`config.mk`:
```
export PLATFORM = sky130hd
export DESIGN_NAME = rt_io_reserve
export DESIGN_NICKNAME = d
export VERILOG_FILES = /design/src/rtl/rt_io_reserve.sv
export SDC_FILE = /design/constraint.sdc
export NUM_CORES = 1
export LEC_CHECK = 0
export BUFFER_PORTS_ARGS = -buffer_cell sky130_fd_sc_hd__clkbuf_2
export CORE_ASPECT_RATIO = 0.75
export CORE_MARGIN = 10
export CORE_UTILIZATION = 50
export CTS_BUF_LIST = sky130_fd_sc_hd__clkbuf_8
export DETAILED_ROUTE_END_ITERATION = 8
export PLACE_DENSITY_LB_ADDON = 0.25
export SLEW_MARGIN = 20
export SYNTH_ARGS = -nofsm -noshare
export SYNTH_HDL_FRONTEND = slang
export SYNTH_SLANG_ARGS = --single-unit
```
`constraint.sdc`:
```
create_clock -name clk -period 18.25 [get_ports clk]
set_clock_uncertainty 0.05 [all_clocks]
set_input_delay 1.825 -clock clk [delete_from_list [all_inputs] [get_ports clk]]
set_output_delay 1.825 -clock clk [all_outputs]
set_load 0.05 [all_outputs]
```
`src/rtl/rt_io_reserve.sv`:
```
`timescale 1ns/1ps
module rt_io_reserve #(
  parameter int NF = 4,
  parameter int W  = 8,
  localparam int IW = (NF > 1) ? $clog2(NF) : 1
) (
  input  logic          clk,
  input  logic          rst_n,
  input  logic          en,
  input  logic          cfg_we,
  input  logic          cfg_kind,
  input  logic [IW-1:0] cfg_flow,
  input  logic [W-1:0]  cfg_val,
  input  logic [NF-1:0] rdy,
  output logic [NF-1:0] blk
);

  logic [NF-1:0][W-1:0] per_v;
  logic [NF-1:0]        elig;
  logic                 gv;
  logic [IW-1:0]        gi;
  logic                 found;
  logic [IW-1:0]        best;
  logic [W-1:0]         bestp;

  always_comb begin
    found = 1'b0;
    best  = '0;
    bestp = '0;
    for (int i = 0; i < NF; i++)
      if (elig[i] && (!found || per_v[i] < bestp)) begin
        found = 1'b1;
        best  = IW'(i);
        bestp = per_v[i];
      end
  end

  always_ff @(posedge clk) begin
    if (!rst_n || !en) begin
      gv <= 1'b0;
      gi <= '0;
    end else if (gv) begin
      if (!found || best != gi) gv <= 1'b0;
    end else if (found) begin
      gv <= 1'b1;
      gi <= best;
    end
  end

  for (genvar i = 0; i < NF; i++) begin : g_flow
    logic [W-1:0] bud, per, rem, cnt, used, nb;
    logic         live, take, hit;

    assign hit      = cfg_we && (cfg_flow == IW'(i));
    assign nb       = (hit && !cfg_kind) ? cfg_val : bud;
    assign per_v[i] = per;
    assign elig[i]  = rdy[i] && (rem != '0);
    assign live     = en && gv && (gi == IW'(i)) && (rem != '0);
    assign take     = live && rdy[i];
    assign blk[i]   = en && !live;

    always_ff @(posedge clk) begin
      if (!rst_n) begin
        bud <= '0; per <= '0; rem <= '0; cnt <= '0; used <= '0;
      end else if (!en) begin
        bud  <= nb;
        if (hit && cfg_kind) per <= cfg_val;
        rem  <= nb;
        cnt  <= '0;
        used <= '0;
      end else if (cnt == W'(1)) begin
        rem  <= rem + used - W'(take);
        used <= W'(take);
        cnt  <= take ? per : '0;
      end else begin
        rem  <= rem - W'(take);
        used <= used + W'(take);
        if (cnt != '0) cnt <= cnt - W'(1);
        else if (take) cnt <= per;
      end
    end

    a_r4_budget_sum: assert property (@(posedge clk) disable iff (!rst_n)
      en |-> ({1'b0, rem} + {1'b0, used}) == {1'b0, bud});

    a_r3_ready_origin: assert property (@(posedge clk) disable iff (!rst_n)
      (en && $past(en) && !blk[i]) |-> $past(rdy[i]));
  end

  a_r2_single: assert property (@(posedge clk) disable iff (!rst_n)
    en |-> $onehot0(~blk));

  a_r1_bypass: assert property (@(posedge clk) disable iff (!rst_n)
    !en |-> (blk == '0));

  a_r6_dead_time: assert property (@(posedge clk) disable iff (!rst_n)
    (en && blk != '1) |=> (!en || blk == '1 || blk == $past(blk)));

endmodule

```
==> flow_summary_export.csv <==
group,metric,value,unit
outcome,status,"complete, no violations",
sta,max_freq,0.133,GHz
worst_setup_path,endpoint_kind,"flip-flop",
sta,worstMarginPinSlew,1.02,ns
clocking,clk_latency,0.47,ns
layout,finalNetCount,1425,
clocking,path_clk_slew,0.09,ns
routing,routedWlPerCell,15.9,um
floorplan,initial_core_util,51.0,%
sta,min_period,7.54,ns
layout,layout_common_cells,"163 x dfxtp_1, 141 x inv_1, 119 x nor2_1, 101 x ha_1, 88 x nand2_1",
clocking,cts-root-buf,"clkbuf_8",
floorplan,row_count,46,
worst_setup_path,crit_top_cell,"a21oi_1",
grt,track_usage,18.4,%
sta,fin_crit_sh,41.3,%
layout,drive_gt1_share,7.54,%
job,maxCapViolations,0,
layout,stdcell_count,1601,
clocking,postCtsHoldBufs,0,
synthesis,yosys_warnings,0,
sta,max_slew_margin,31.8,%
worst_hold_path,min_path_type,"reg2reg",
routing,met1Wirelength,13200,um
grt,grt_start_max_net_pins,71,
routing,antenna_left,0,
synthesis,synth.avg_cell_area,8.28,sq um
worst_setup_path,crit_type,"in2reg",
routing,wl_met3,1240,um
clocking,numCtsBuffers,17,
routing,drt_iter0_drc,654,
placement,hpwlAfterDp,18600,um
clocking,cts_buffer_depth,2,
worst_setup_path,critPathLaunchType,"primary input",
routing,vias,8730,
routing,drt-pass1-iter-count,5,
synthesis,syn_area,0.0108,sq mm
placement,place_inst,1570,
sta,finalHoldViolCount,0,
grt,first_global_vias,8240,
layout,layout_commonest_cell,"dfxtp_1",
sta,rsz0062_at_grt,"false",
floorplan,ios,23,
pwr,power.density,87.4,mW/mm^2
grt,antenna_found_initial,0,
layout,diodes,0,
pwr,p_leak,4.79,nW
worst_setup_path,crit_required,18.58,ns
routing,routed.top_layer,"met4",
sta,slew_viol_final,0,
synthesis,syn_nets,1432,
synthesis,syn_inst,1308,
worst_setup_path,critPathTopFamily,"compound AO/OA/AOI/OAI gates",
worst_setup_path,cpPeakStageDelay,0.53,ns
worst_setup_path,r2r_cells,26,
worst_setup_path,slowest_stage,"a21boi_2",
floorplan,coreArea,0.0212,sq mm
pwr,ir_drop,0.0511,mV
synthesis,synth_edf_count,0,
routing,wl_met2,10800,um
placement,gp_congestion,0.888,
placement,portBuffers,22,
sta,setup_viol,0,
clocking,cts_htree_levels,4,
worst_setup_path,critPathBufInv,1,
worst_setup_path,worstPathMaxFanout,17,
clocking,cts_resized,0,
grt,gr-total-overflow,0,
worst_hold_path,hold_depth,2,
grt,grt_pass1_wl,42400,um
routing,vias_per_cell,5.45,
layout,syn_to_final_growth,6.65,%
synthesis,synthFlopType,"dfxtp_1",
worst_setup_path,arrival,7.87,ns
worst_setup_path,critical_path_depth,26,
clocking,cts_sinks,163,
synthesis,async_flop_share,0,%
floorplan,die_x,190,um
clocking,tritoncts,"built",
sta,hold_slack,0.444,ns
synthesis,synth.yosys.seq_area_share,30.1,%
sta,setup_tns,0,ns
floorplan,die_area,0.0280,sq mm
routing,drc,0,
synthesis,ys_types,67,
routing,routed_wl,25400,um
clocking,cts_setup_buffers,0,
synthesis,synth-seq-cells,163,
floorplan,fp.dieH,147,um
final timing paths:
path	from	to	slack, ns
worst max-delay path	rdy[0]	gv$_SDFF_PN0_	10.71
worst min-delay path	g_flow[3].bud[2]$_SDFFE_PN0N_	g_flow[3].bud[2]$_SDFFE_PN0N_	0.44
worst max register to register	g_flow[0].rem[2]$_SDFF_PN0_	gv$_SDFF_PN0_	11.61
worst min register to register	g_flow[3].bud[2]$_SDFFE_PN0N_	g_flow[3].bud[2]$_SDFFE_PN0N_	0.44
layer usage:
metal | GRT usage [%] | up-vias
li1 | - | 4471
met1 | 26.4 | 4058
met2 | 27.9 | 183
met3 | 3.27 | 18
met4 | 4.12 | 0
met5 | 0 | -
report_power, final:
group	total [mW]	leakage (nW)	internal [mW]	switching (mW)
clock network	0.286	0.211	0.148	0.138
logic	0.335	3.26	0.131	0.204
registers	0.389	1.32	0.373	0.0170
total	1.01	4.79	0.651	0.359
Yosys cell counts, types with 27 or more instances:
library cell / n / area [sq um]
a21oi_1: 66 / 330
clkbuf_1: 41 / 154
dfxtp_1: 163 / 3260
ha_1: 101 / 1260
inv_1: 140 / 526
mux2i_1: 71 / 711
nand2_1: 88 / 330
nand3_1: 41 / 205
nor2_1: 119 / 447
nor2b_1: 73 / 457
nor3_1: 27 / 135
o21ai_0: 45 / 225
xnor2_1: 56 / 490
sequential cells by signal, indices dropped and copies added, names as in the netlist:
signal and cells:
g_flow.bud 32, g_flow.cnt 32, g_flow.per 32, g_flow.rem 32
g_flow.used 32, gi 2, gv 1
logic make-up after synthesis:
kind of cell	count (synthesis)	share of synthesized area [%]
muxes	101	9.92
xor gates and xnor gates	78	6.30
and+or+nand+nor	436	20.1
DFF	163	30.1
buffers and inverters	191	6.74
adders and majority gates	105	12.4
AOI/OAI and AO/OA	234	14.4
stage by stage:
stage          total power, mW  setup slack [ns]  utilization, %  cell area, sq um
6_report                  1.01             10.71            54.4             11600
5_1_grt                   1.08             10.33            54.4             11600
4_1_cts                   1.01             10.49            54.4             11600
3_5_place_dp             0.727             10.01            52.4             11100
3_3_place_gp             0.726             10.22            52.4             11100
2_1_floorplan            0.664             11.21               -             10800
cell type report:
type / count / area [sq um]
clock buffer: 21 / 289
clock inverter: 10 / 131
tap: 288 / 360
sequential: 163 / 3260
multi-input combinational: 954 / 6850
fill: 1967 / 9680
timing repair buffer: 25 / 133
inverter: 140 / 526
tightest hold or removal path, delay by kind of cell, from the launching register on:
kind / cells / cell delay [ns]
AO/OA/AOI/OAI: 2 / 0.14
flip-flops: 1 / 0.32
Power figures use the tool's default switching activity.
